--- config.mk ---
export PLATFORM = sky130hd
export DESIGN_NAME = mlut_mul
export DESIGN_NICKNAME = d
export VERILOG_FILES = /design/src/rtl/mlut_pkg.sv /design/src/rtl/mlut_order.sv /design/src/rtl/mlut_index.sv /design/src/rtl/mlut_rom.sv /design/src/rtl/mlut_mul.sv
export SDC_FILE = /design/constraint.sdc
export NUM_CORES = 1
export LEC_CHECK = 0
export ABC_AREA = 1
export BUFFER_PORTS_ARGS = -buffer_cell sky130_fd_sc_hd__buf_4
export CAP_MARGIN = 25
export CORE_MARGIN = 8
export CORE_UTILIZATION = 55
export CTS_CLUSTER_DIAMETER = 150
export CTS_CLUSTER_SIZE = 24
export DETAILED_ROUTE_END_ITERATION = 6
export PLACE_DENSITY = 0.83
export REMOVE_ABC_BUFFERS = 1
export SLEW_MARGIN = 20
export SYNTH_ARGS = -nofsm -noshare
export SYNTH_HDL_FRONTEND = slang
export SYNTH_SLANG_ARGS = --single-unit
--- constraint.sdc ---
create_clock -name clk -period 8.6 [get_ports clk]
set_input_delay 0.43 -clock clk [delete_from_list [all_inputs] [get_ports clk]]
set_output_delay 0.43 -clock clk [all_outputs]
set_load 0.05 [all_outputs]
--- src/rtl/mlut_pkg.sv ---
`timescale 1ns/1ps
// Package: shared sizing helpers for the folded lookup multiplier.
// Assumes operand widths of at least 2 bits when the reduced variant is used.
package mlut_pkg;

    // Number of slots in a triangle of side n (pairs with lo <= hi).
    function automatic int unsigned tri_count(input int unsigned n);
        return (n * (n + 1)) / 2;
    endfunction

    // Table depth for a given operand width and variant.
    function automatic int unsigned table_depth(input int unsigned opw, input bit reduced);
        int unsigned n;
        n = 1 << opw;
        return reduced ? tri_count(n - 3) : tri_count(n);
    endfunction

    // Smallest operand value that still goes through the table.
    function automatic int unsigned table_base(input bit reduced);
        return reduced ? 3 : 0;
    endfunction

endpackage

--- src/rtl/mlut_order.sv ---
`timescale 1ns/1ps
// Module: mlut_order
// Sorts the two operands into a larger (hi) and smaller (lo) value so that
// swapped inputs land on the same table slot. Purely combinational.
module mlut_order #(
    parameter int OPW = 4
) (
    input  logic [OPW-1:0] op_x,
    input  logic [OPW-1:0] op_y,
    output logic [OPW-1:0] hi,
    output logic [OPW-1:0] lo
);

    // Pick the ordering with one magnitude compare.
    always_comb begin
        if (op_x >= op_y) begin
            hi = op_x;
            lo = op_y;
        end else begin
            hi = op_y;
            lo = op_x;
        end
    end

endmodule

--- src/rtl/mlut_index.sv ---
`timescale 1ns/1ps
// Module: mlut_index
// Maps an ordered pair (hi >= lo) onto its slot in the triangular table:
// slot = h*(h+1)/2 + l with h, l offset by the table base. Also flags
// whether the pair is served by the table or by bypass logic.
// Assumes hi >= lo on its inputs.
module mlut_index #(
    parameter int OPW     = 4,
    parameter bit REDUCED = 1'b0,
    parameter int IW      = 8
) (
    input  logic [OPW-1:0] hi,
    input  logic [OPW-1:0] lo,
    output logic [IW-1:0]  slot,
    output logic           from_table
);
    import mlut_pkg::*;

    localparam int XW   = 2 * OPW;
    localparam int BASE = int'(table_base(REDUCED));

    logic [XW-1:0] h_off;
    logic [XW-1:0] l_off;
    logic [XW-1:0] row_start;
    logic [XW-1:0] flat;

    // Triangle row start plus column offset.
    always_comb begin
        h_off     = XW'(hi) - XW'(BASE);
        l_off     = XW'(lo) - XW'(BASE);
        row_start = (h_off * (h_off + 1'b1)) >> 1;
        flat      = row_start + l_off;
        slot      = IW'(flat);
    end

    // Table use depends on the variant.
    generate
        if (REDUCED) begin : g_reduced
            assign from_table = (lo >= OPW'(BASE));
        end else begin : g_full
            assign from_table = 1'b1;
        end
    endgenerate

endmodule

--- src/rtl/mlut_rom.sv ---
`timescale 1ns/1ps
// Module: mlut_rom
// Read-only triangular product table, filled at elaboration from the
// slot formula; no initialisation file. Out-of-range slots read zero.
module mlut_rom #(
    parameter int OPW     = 4,
    parameter bit REDUCED = 1'b0,
    parameter int DEPTH   = 136,
    parameter int IW      = 8
) (
    input  logic [IW-1:0]      slot,
    output logic [2*OPW-1:0]   data
);
    import mlut_pkg::*;

    localparam int PW   = 2 * OPW;
    localparam int N    = 1 << OPW;
    localparam int BASE = int'(table_base(REDUCED));

    logic [PW-1:0] rom [DEPTH];

    // One constant entry per unordered pair at or above the base.
    generate
        for (genvar h = BASE; h < N; h++) begin : g_row
            for (genvar l = BASE; l <= h; l++) begin : g_col
                localparam int SLOT = ((h - BASE) * (h - BASE + 1)) / 2 + (l - BASE);
                assign rom[SLOT] = PW'(h * l);
            end
        end
    endgenerate

    // Guarded read.
    always_comb begin
        if (int'(slot) < DEPTH) data = rom[slot];
        else                    data = '0;
    end

endmodule

--- src/rtl/mlut_mul.sv ---
`timescale 1ns/1ps
// Module: mlut_mul (top)
// Unsigned multiplier by folded table lookup. Operands are sorted, mapped
// onto a triangular table, and the result is registered on in_valid.
// REDUCED=1 serves smaller-operand values 0, 1, 2 by select/shift logic.
// Assumes synchronous active-low reset; OPW >= 2.
module mlut_mul #(
    parameter int OPW     = 4,
    parameter bit REDUCED = 1'b0
) (
    input  logic             clk,
    input  logic             rst_n,
    input  logic             in_valid,
    input  logic [OPW-1:0]   a,
    input  logic [OPW-1:0]   b,
    output logic             out_valid,
    output logic [2*OPW-1:0] product
);
    import mlut_pkg::*;

    localparam int PW    = 2 * OPW;
    localparam int DEPTH = int'(table_depth(OPW, REDUCED));
    localparam int IW    = $clog2(DEPTH);

    logic [OPW-1:0] hi;
    logic [OPW-1:0] lo;
    logic [IW-1:0]  slot;
    logic           from_table;
    logic [PW-1:0]  rom_data;
    logic [PW-1:0]  next_prod;

    mlut_order #(.OPW(OPW)) u_order (
        .op_x (a),
        .op_y (b),
        .hi   (hi),
        .lo   (lo)
    );

    mlut_index #(.OPW(OPW), .REDUCED(REDUCED), .IW(IW)) u_index (
        .hi         (hi),
        .lo         (lo),
        .slot       (slot),
        .from_table (from_table)
    );

    mlut_rom #(.OPW(OPW), .REDUCED(REDUCED), .DEPTH(DEPTH), .IW(IW)) u_rom (
        .slot (slot),
        .data (rom_data)
    );

    // Choose between table word and trivial-operand bypass.
    always_comb begin
        if (from_table) begin
            next_prod = rom_data;
        end else begin
            unique case (lo)
                OPW'(0): next_prod = '0;
                OPW'(1): next_prod = PW'(hi);
                default: next_prod = PW'(hi) << 1;
            endcase
        end
    end

    // Output register: capture on strobe, valid follows strobe.
    always_ff @(posedge clk) begin
        if (!rst_n) begin
            out_valid <= 1'b0;
            product   <= '0;
        end else begin
            out_valid <= in_valid;
            if (in_valid) product <= next_prod;
        end
    end

endmodule

== Yosys cells after proc, flatten, opt, wreduce, memory -nomap -nowiden ==
Memories as Yosys holds them, arrays and structs flattened.
Cells that the tools add are included.
Cells by class
  add/subtract/negate cells: 2
  $mul: 1
  divide/modulo/power cells: 0
  $lt $le $gt $ge: 3
  eq/ne operators: 0
  shift-type cells: 0
  multiplexer cells: 5
  bitwise operators: 1
  reduce and logical (&&, ||, !) cells: 0
Operators by type and width (count)
  $mux W8: 3
  $ge A9 B9 Y1 const B: 1
  $not A8 Y9: 1
  $add A7 B4 Y8: 1
  $lt A8 B8 Y1 const B: 1
  $mul A4 B8 Y8: 1
  $mux W4: 2
  $add A4 B1 Y5 const B: 1
  $ge A4 B4 Y1: 1
Storage, ports and cells
  bits in registers: 9
  bits in latches: 0
  RAM bits: 0
  ROM bits: 2048
  input bits: 11
  logic and storage cells: 15
  memories: 1
Memories
  (no name shown): depth 256, width 8, read ports 1, clocked after memory_dff 0, write ports 0, line mlut_rom.sv:34  | if (int'(slot) < DEPTH) data = rom[slot];

== Depth between registers and ports, before layout ==
Gate-level depths: netlist of the first run.
  depth in word-level cells: 10
  mapped depth: 38
  gate-level depth less buffers: 37

== Cells and area by module ==
A second synthesis of the first run with hierarchy kept.
Unflattened totals
  cells, all modules: 550
  area total of the unflattened synthesis: 3191.8 um^2
By module, submodules not included
  mlut_rom: times used 1, cells each 300, area an instance 1514.0 um^2, sequential area each 0.0 um^2
  mlut_index: times used 1, cells each 144, area an instance 952.2 um^2, sequential area each 0.0 um^2
  mlut_mul: times used 1, cells each 62, area an instance 461.7 um^2, sequential area each 180.2 um^2
  mlut_order: times used 1, cells each 44, area an instance 264.0 um^2, sequential area each 0.0 um^2

== Least setup slack after synthesis of the first run ==
OpenSTA, ideal clock, no wires.
  kind: input -> register
  start point: in b[3]
  end point: reg product[3]
  library setup time: 0.123 ns
  data arrival time: 5.419 ns
  data required time: 8.477 ns
  path slack: 3.058 ns
  stages: 30
  path buffers: 2
  path through: inv_1 > ha_1 > nand2_1 > inv_2 > nand2_4 > nand3_4 > clkbuf_1 > o21ai_0 > inv_1 > ha_1 > inv_1 > ha_1 > inv_1 > nand2_1 > fa_1 > fa_1 > inv_1 > fa_1 > ha_1 > nand2_1 > inv_2 > nor2_4 > buf_4 > ha_1 > o211ai_1 > nand3_1 > nand3_1 > nand3_1 > nand2_1 > a21oi_1
On the way
  longest elaborated chain between the ends: 10
  elaborated cells on any way between the ends: 12
RTL lines
  start, declared: line mlut_mul.sv:15  | input logic [OPW-1:0] b,
  $ge A4 B4 Y1: line mlut_order.sv:16  | if (op_x >= op_y) begin
  $mux W4: line mlut_order.sv:16
  $add A4 B1 Y5: line mlut_index.sv:31  | row_start = (h_off * (h_off + 1'b1)) >> 1;
  $mul A4 B8 Y8: line mlut_index.sv:31
  $add A7 B4 Y8 *: line mlut_index.sv:32  | flat = row_start + l_off;
  $not A8 Y9 (not written as such): line mlut_rom.sv:34
  $mem_v2 Z256 W8
  $mux W8 (not written as such) (2 in a row): line mlut_rom.sv:34
  $mux W8 *: line mlut_rom.sv:34
  end signal, assigned: line mlut_mul.sv:71  | if (in_valid) product <= next_prod;
  end, declared: line mlut_mul.sv:17  | output logic [2*OPW-1:0] product
Mark *: on every way between the ends. The rest lies on a longest branch, timed or not. The select of a mux whose other input is x is not followed.
A chain may end at the register's enable or synchronous reset.

== Worst setup path after layout of the first run ==
  start point: in a[3]
  end point: reg product[5]
On the way
  longest elaborated chain between the ends: 10
  elaborated cells on any way between the ends: 12
RTL lines
  start, declared: line mlut_mul.sv:14  | input logic [OPW-1:0] a,
  $ge A4 B4 Y1: line mlut_order.sv:16
  $mux W4: line mlut_order.sv:16
  $add A4 B1 Y5: line mlut_index.sv:31
  $mul A4 B8 Y8: line mlut_index.sv:31
  $add A7 B4 Y8 *: line mlut_index.sv:32
  $not A8 Y9 (not written as such): line mlut_rom.sv:34
  $mem_v2 Z256 W8
  $mux W8 (not written as such) (2 in a row): line mlut_rom.sv:34
  $mux W8 *: line mlut_rom.sv:34
Marked as above.

==> metrics.md, run 1 <==
| Metric | Value |
|---|---|
| Synthesized area per cell | `slightly below 6 um2` |
| CP arrival | `6.93 ns` |
| Worst setup SP type | `input port` |
| Post-DP HPWL | `around 6.5 mm` |
| CP max-delay cell | `nand2_2` |
| Yosys top cell area share | `21.2%` |
| Clock Path Buffers | `2` |
| Hold endpoint | `out_valid` |
| Combined buffer and inverter count along the critical path | `6` |
| Final worst-path cycle share | `about four fifths` |
| Final ANT Viol Nets | `0` |
| Fin. max-slew vios | `0` |
| Final min period | `6.81 ns` |
| Row count | `27` |
| Die area | `between 0.008 and 0.009 mm2` |
| CTS Root Buffer Type | `clkbuf_8` |
| Worst stage delay on the critical path | `approximately 0.7 ns` |
| WHS Path Cells | `3` |
| # clock sinks | `9` |
| Worst slew pin tran | `0.757 ns` |
| Final Net Count | `592` |
| Drt drc | `0` |
| First-pass GRT wire length | `14.7 mm` |
| Total track usage | `20.5%` |
| Synth Flop Type | `dfxtp_1` |
| Final hold vios | `0` |
| Count leader, synth | `nand2_1` |
| Die Ht | `91.4 um` |
| Share of cells above drive strength 1 | `12.7%` |
| Req. time, crit path | `8.72 ns` |
| Hold-fix buffers at CTS | `0` |
| Seq/Total Area, Yosys | `approximately 5.8%` |
| H-tree Lvls | `1` |
| Post-place setup slack | `between 1.5 and 2 ns` |
| Element type at the critical path end | `register` |
| Commonest cells post-synth | `nand2_1 (177), nand3_1 (73), inv_1 (59)` |
| Antenna violations before repair | `0` |
| Total setup buffers inserted after CTS | `0` |
| ANT cells | `0` |
| Largest net degree at the start of global routing | `46` |
| Reg2Reg Setup Slack | `~8 ns` |
| Crit path max fanout | `45` |
| P&R area growth vs syn | `4.24%` |
| RSZ-0062 raised after global routing | `false` |
| First-pass DRT Iterations | `5` |
| GPL Wtd Cong | `around 0.95` |
| RR Startpoint | `product[2]` |
| GRT overflow | `0` |
| Status | `completed` |
| Distinct cell type count of the synthesized netlist | `31` |
| Number of global-route vias before repair | `3,315` |
| Final Setup Violations | `0` |
| Final Worst Setup Slack | `1.79 ns` |
| Cell Area, Synth | `0.00313 mm2` |
| Initial Utilization | `~57%` |
| Delay-heaviest family, CP | `adder cells` |
| Post-CTS Resized | `0` |
| TritonCTS clock tree | `done` |
| Final wirelength | `8.49 mm` |
| Port-buffer cells | `19` |
| Worst Clk Skew | `0 ns` |
| Fmax | `about 150 MHz` |
| Core area | `approximately 0.0055 mm2` |
| Worst-path clk slew | `0.04 ns` |
| Clk Latency, worst-skew pair | `0.23 ns` |
| Worst hold path type | `in2reg` |
| FF-to-FF path depth | `2` |
| Syn Inst Count | `534` |
| Routed vias/inst | `5.80` |
| Post-synth EDFFs | `0` |
| Rel. slew slack | `49.4%` |
| Via count | `roughly 3,500` |
| Syn. warnings | `0` |
| Worst Setup Path Type | `in2reg` |
| Setup TNS | `0 ns` |
| I/O pin total | `20` |
| R2R Path End | `product[2]` |
| Post-DR wirelength/cell | `13.9 um` |
| Top cells by area, synth | `nand2_1 (21%), ha_1 (14%), nand3_1 (12%)` |
| Clock buffer count from CTS | `3` |
| HP Start | `rst_n` |
| Register bit total from synthesis | `9` |
| Max_cap viols | `0` |
| Die width | `91.4 um` |
| Asr flop ratio synth | `0%` |
| Fin Hold WS | `roughly 0.41 ns` |
| Synth area leader | `nand2_1` |
| DRT iter0 DRCs | `380` |
[area by class of cell]
cell class,count,area [um2]
fill,546,2250
timing repair buffer,19,143
sequential,9,180
inverter,68,255
clock buffer,4,45.0
multi-input combinational,437,2550
tap,72,90.1
[per-layer routing]
metal / GRT usage (%) / vias to the layer above / share of wire (%)
met2: 35.5 / 188 / 48
met3: 2.47 / 33 / 7.1
met4: 9.14 / 0 / 3.5
met5: 0 / - / 0
met1: 24.7 / 1560 / 41
li1: - / 1750 / -
[flip-flops by register name (all words and copies together) (netlist names)]
name / count
product: 8
out_valid: 1
[worst max path at each step]
stage / from / slack [ns] / to / cells after the start
after detailed placement: a[3] / 1.62 / product[5] / 27
after CTS: a[3] / 1.87 / product[5] / 27
final: a[3] / 1.79 / product[5] / 28
after global placement: a[3] / 1.83 / product[5] / 27
after floorplan: b[3] / 2.43 / product[5] / 28
after global routing: a[3] / 1.09 / product[2] / 32
[layout by cell type, fill, tap and decap left out]
master       n
nand4_2      1
nand4_1     11
o2111ai_1    2
nand3_2      5
o21ai_0     27
nand2_2     14
a21oi_2      1
inv_1       59
nor2_1      28
clkinv_1     1
ha_1        36
nand3_1     73
nand3_4      5
nor2_4       2
o21ai_1      7
a21oi_4      1
clkbuf_1     1
nor3_1       2
fa_1         7
inv_2        8
o211ai_1     9
clkbuf_8     3
a21oi_1     17
xor2_1       2
nor2_2       2
buf_4       19
nand2_1    177
xnor2_1      1
dfxtp_1      9
nand2_4      7
[logic make-up after synthesis]
logic type | share of synthesized area [%]
fa+ha+maj | 18.9
xor+xnor | 0.840
compound gates | 11.7
flops | 5.76
simple gates | 50.0
buf+inv | 12.8
[through the flow]
| step | cells | instance area (um2) | util [%] |
|---|---|---|---|
| final | 609 | 3260 | 59.2 |
| after global routing | 609 | 3260 | 59.2 |
| after CTS | 609 | 3260 | 59.2 |
| after detailed placement | 605 | 3220 | 58.4 |
| after global placement | 605 | 3220 | 58.4 |
| after floorplan | 514 | 2980 | - |
[worst min-delay path, stage by stage]
cell and delay [ns]:
buf_4 0.08, nand2_1 0.05, inv_1 0.05
Power of run 1 is left out: the tool's default activity adds up to more than one toggle a clock period on the data nets, which glitch-free logic cannot reach.
==> run 2, diff against run 1 <==
PLACE_DENSITY = 0.86   (was 0.83)
clock period = 6 ns   (was 8.6 ns; I/O delays follow)
==> run 2 against run 1 <==
Worst setup slack lost 1.4 ns. Sequential share of layout area decreased by 0.25 points. Count of clock-buffer cells in the layout did not move. Die area unchanged. Highest routed layer unchanged. Non-clock buffer count increased by 16. Cell count is 2.6% higher. Cell area up 4.6%. Worst hold slack worse by 0.14 ns. Utilization rose by 2.7 points. Wire length grew 8.1%. Via count grew 2.9%. Clock skew did not move.
==> metrics.md, run 2 (synthesis results as in run 1) <==
| Metric | Value |
|---|---|
| Rel. slew slack | `68.2%` |
| Req. time, crit path | `6.11 ns` |
| CTS Root Buffer Type | `clkbuf_8` |
| Worst setup SP type | `input port` |
| Clock Path Buffers | `2` |
| GRT overflow | `0` |
| Crit path max fanout | `15` |
| Number of global-route vias before repair | `3,543` |
| Drt drc | `0` |
| Final ANT Viol Nets | `0` |
| TritonCTS clock tree | `done` |
| Most frequent cells in the layout | `nand2_1 (177), nand3_1 (73), inv_1 (59)` |
| Fin Hold WS | `0.272 ns` |
| I/O pin total | `20` |
| # clock sinks | `9` |
| Final Net Count | `608` |
| Largest Register | `product` |
| Fin. max-slew vios | `0` |
| Via count | `3,632` |
| GPL Wtd Cong | `1.03` |
| Worst stage delay on the critical path | `0.55 ns` |
| Register Area | `180 um2` |
| CP arrival | `5.75 ns` |
| P&R area growth vs syn | `9.08%` |
| Element type at the critical path end | `register` |
| # fillers | `544` |
| First-pass GRT wire length | `15.8 mm` |
| Share of cells above drive strength 1 | `15.6%` |
| Post-DP HPWL | `7.30 mm` |
| Core area | `0.00551 mm2` |
| Clock buffer count from CTS | `3` |
| Worst-path clk slew | `0.04 ns` |
| Routed vias/inst | `slightly below 6` |
| CP dominant cell by count | `inv_1` |
| Die area | `between 0.008 and 0.009 mm2` |
| H-tree Lvls | `1` |
| Worst Clk Skew | `0 ns` |
| Total track usage | `22.2%` |
| Port-buffer cells | `19` |
| Clk Latency, worst-skew pair | `0.23 ns` |
| Worst slew pin tran | `0.477 ns` |
| Status | `completed` |
| Multi-input gate area | `about 0.0026 mm2` |
| Post-DR wirelength/cell | `14.7 um` |
| Die width | `91.4 um` |
| Top Registers | `product x8, out_valid x1` |
| Delay-heaviest family, CP | `adder cells` |
| Combined buffer and inverter count along the critical path | `7` |
| Worst hold path type | `in2reg` |
| Final worst-path cycle share | `about 94%` |
| Final min period | `5.64 ns` |
| Max_cap viols | `0` |
| Row count | `27` |
| Commonest non-fill, non-tap cell in the layout | `nand2_1` |
| Largest net degree at the start of global routing | `31` |
| Max reg flops | `8` |
| Hold-fix buffers at CTS | `0` |
| First-pass DRT Iterations | `5` |
| Die Ht | `between 90 and 100 um` |
| DRT iter0 DRCs | `~300` |
| Fmax | `roughly 180 MHz` |
| Antenna violations before repair | `0` |
| Initial Utilization | `a little under three fifths` |
| ANT cells | `0` |
| Final hold vios | `0` |
| CP max-delay cell | `fa_1` |
| Final wirelength | `9.18 mm` |
| Worst Setup Path Type | `in2reg` |
| Final Setup Violations | `0` |
-- run 2: tightest hold or removal path: cells and delay by family --
kind,cells,cell delay [ns]
buffers and inverters,2,0.13
AND/OR/NAND/NOR,1,0.05
-- run 2: path summary, 6_finish.rpt --
kind | start | cells after the start | slack, ns | to
setup / recovery | a[3] | 28 | 0.36 | product[3]
hold / removal | rst_n | 3 | 0.27 | out_valid
setup reg to reg | product[3] | 2 | 5.39 | product[3]
hold reg to reg | product[2] | 2 | 0.46 | product[2]
-- run 2: area by class of cell --
cell class	count	share of cell area [%]
Inverter	68	7.48
Sequential cell	9	5.28
Tap cell	72	2.64
Timing Repair Buffer	35	8.07
Multi-Input combinational cell	437	75.2
Clock buffer	4	1.32
-- run 2: layer usage --
metal | part of all wire, % | GRT usage (%) | vias up
met5 | 0 | 0 | -
met4 | 4.4 | 11.6 | 0
met3 | 6.0 | 2.22 | 38
met2 | 51 | 40.0 | 166
met1 | 39 | 25.1 | 1649
li1 | - | - | 1779
-- run 2: what timing repair did --
action / in CTS / in global routing
buffers inserted: 0 / 1
endpoints found under the setup margin: 0 / 8
endpoints found under the hold margin: 0 / 0
resized for setup: 0 / 6
-- run 2: through the flow --
step	instance area [um2]	instances	setup WS, ns	util [%]	setup TNS, ns
after global placement	3340	620	0.206	60.7	0
after CTS	3390	624	0.289	61.5	0
after global routing	3410	625	-0.0408	62.0	-0.0926
final	3410	625	0.358	62.0	0
after detailed placement	3340	620	0.0676	60.7	0
after floorplan	2980	514	-0.0389	-	-0.0815
Power of run 2 is left out for the same reason.
==> run 3, diff against run 2 <==
CELL_PAD_IN_SITES_DETAIL_PLACEMENT = 0   (was unset)
CELL_PAD_IN_SITES_GLOBAL_PLACEMENT = 2   (was unset)
CORE_UTILIZATION = 30   (was 55)
PLACE_DENSITY = 0.88   (was 0.86)
==> run 3 against run 2 <==
Critical path depth up 4. Cell area up 1.2%. Register-to-register slack about the same. Critical path type unchanged. Worst setup slack better by 0.073 ns. Worst hold slack worse by 0.011 ns. Die area up 67%. Global-route usage down 8.2 points. Cell count up 9.8%. Fmax up 1.3%. Flip-flop and latch count unchanged. Sequential share of layout area down 0.061 points.
==> metrics.md, run 3 (synthesis results as in run 1) <==
| Metric | Value |
|---|---|
| Worst slew pin tran | `~0.52 ns` |
| Crit path max fanout | `21` |
| Rel. slew slack | `around 66%` |
| Die area | `0.0140 mm2` |
| ANT cells | `0` |
| TritonCTS clock tree | `done` |
| Fmax | `180 MHz` |
| First-pass DRT Iterations | `5` |
| Die width | `118 um` |
| Req. time, crit path | `between 6 and 7 ns` |
| Row count | `37` |
| Drt drc | `0` |
| Setup TNS | `0 ns` |
| Worst setup SP type | `input port` |
| Element type at the critical path end | `register` |
| Fin Hold WS | `around 0.26 ns` |
| Initial Utilization | `between 30% and 40%` |
| Total track usage | `13.9%` |
| Final ANT Viol Nets | `0` |
| Worst-path clk slew | `0.04 ns` |
| Post-DR wirelength/cell | `about 14 um` |
| CP max-delay cell | `fa_1` |
| Final hold vios | `0` |
| I/O pin total | `20` |
| Worst stage delay on the critical path | `~0.54 ns` |
| Routed vias/inst | `5.13` |
| Top Registers | `product x8, out_valid x1` |
| First-pass GRT wire length | `16.7 mm` |
| Clock buffer count from CTS | `3` |
| # fillers | `1,171` |
| Hold-fix buffers at CTS | `0` |
| Number of global-route vias before repair | `3,569` |
| H-tree Lvls | `1` |
| Final min period | `about 5.6 ns` |
| Via count | `3,518` |
| Final Worst Setup Slack | `0.431 ns` |
| Port-buffer cells | `19` |
| DRT iter0 DRCs | `235` |
| Worst hold path type | `in2reg` |
| Final Net Count | `605` |
| Final worst-path cycle share | `between 90% and 100%` |
| CTS Root Buffer Type | `clkbuf_8` |
| Largest Register | `product` |
| Die Ht | `about 120 um` |
| Cells after DPL | `682` |
| GRT overflow | `0` |
| Largest net degree at the start of global routing | `31` |
| Commonest non-fill, non-tap cell in the layout | `nand2_1` |
| Max_cap viols | `0` |
| Post-place setup slack | `0.151 ns` |
| CP arrival | `around 5.7 ns` |
| RSZ-0062 raised after global routing | `true` |
| Fin. max-slew vios | `0` |
| Status | `completed` |
| Max reg flops | `8` |
| Non-Filler Instances | `around 690` |
| P&R area growth vs syn | `10.4%` |
| Worst Clk Skew | `0 ns` |
| Final Setup Violations | `0` |
| Core area | `0.0102 mm2` |
| Share of cells above drive strength 1 | `14.9%` |
| Final wirelength | `about 9.5 mm` |
| # clock sinks | `9` |
| Worst Setup Path Type | `in2reg` |
| Post-DP HPWL | `7.49 mm` |
| Clk Latency, worst-skew pair | `between 0.2 and 0.25 ns` |
| Most frequent cells in the layout | `nand2_1 (177), nand3_1 (73), inv_1 (59)` |
| Antenna violations before repair | `0` |
| Clock Path Buffers | `2` |
| GPL Wtd Cong | `slightly above 0.9` |
| Total setup buffers inserted after CTS | `0` |
==> run 3: final timing paths <==
check,from,endpoint,slack (ns),cells past startpoint
min reg2reg,product[4],product[4],0.46,2
min,rst_n,out_valid,0.26,3
max,a[3],product[2],0.43,32
max reg2reg,product[2],product[2],5.40,2
==> run 3: per-layer routing <==
layer	up-vias	wire length (um)	track usage (%)
li1	1773	-	-
met1	1607	4190	16.7
met2	112	4550	24.8
met3	26	452	1.29
met4	0	325	5.92
met5	-	0	0
==> run 3: timing repair <==
action	in CTS	in global routing
gates resized for setup	0	3
setup endpoints to repair	0	5
endpoints found under the hold margin	0	0
==> run 3: critical path, delay by kind of cell <==
family	cells	cell delay, ns
buffers and inverters	8	0.91
AND/OR/NAND/NOR	13	1.20
adder cells (fa/ha/maj)	7	2.58
AO/OA/AOI/OAI	3	0.51
XOR/XNOR	1	0.16
==> run 3: area by class of cell <==
class / instances / area (um2) / area share, %
Clock buffer: 4 / 45.0 / 1.30
Inverter: 68 / 255 / 7.39
Multi-Input combinational cell: 437 / 2560 / 74.2
Sequential cell: 9 / 180 / 5.22
Tap cell: 136 / 170 / 4.93
Timing Repair Buffer: 32 / 240 / 6.96
==> run 3: through the flow <==
stage / util (%) / area, um2
2_1_floorplan: - / 2980
3_3_place_gp: 33.2 / 3390
3_5_place_dp: 33.2 / 3390
4_1_cts: 33.6 / 3440
5_1_grt: 33.7 / 3450
6_report: 33.7 / 3450
Power of run 3 is left out for the same reason.
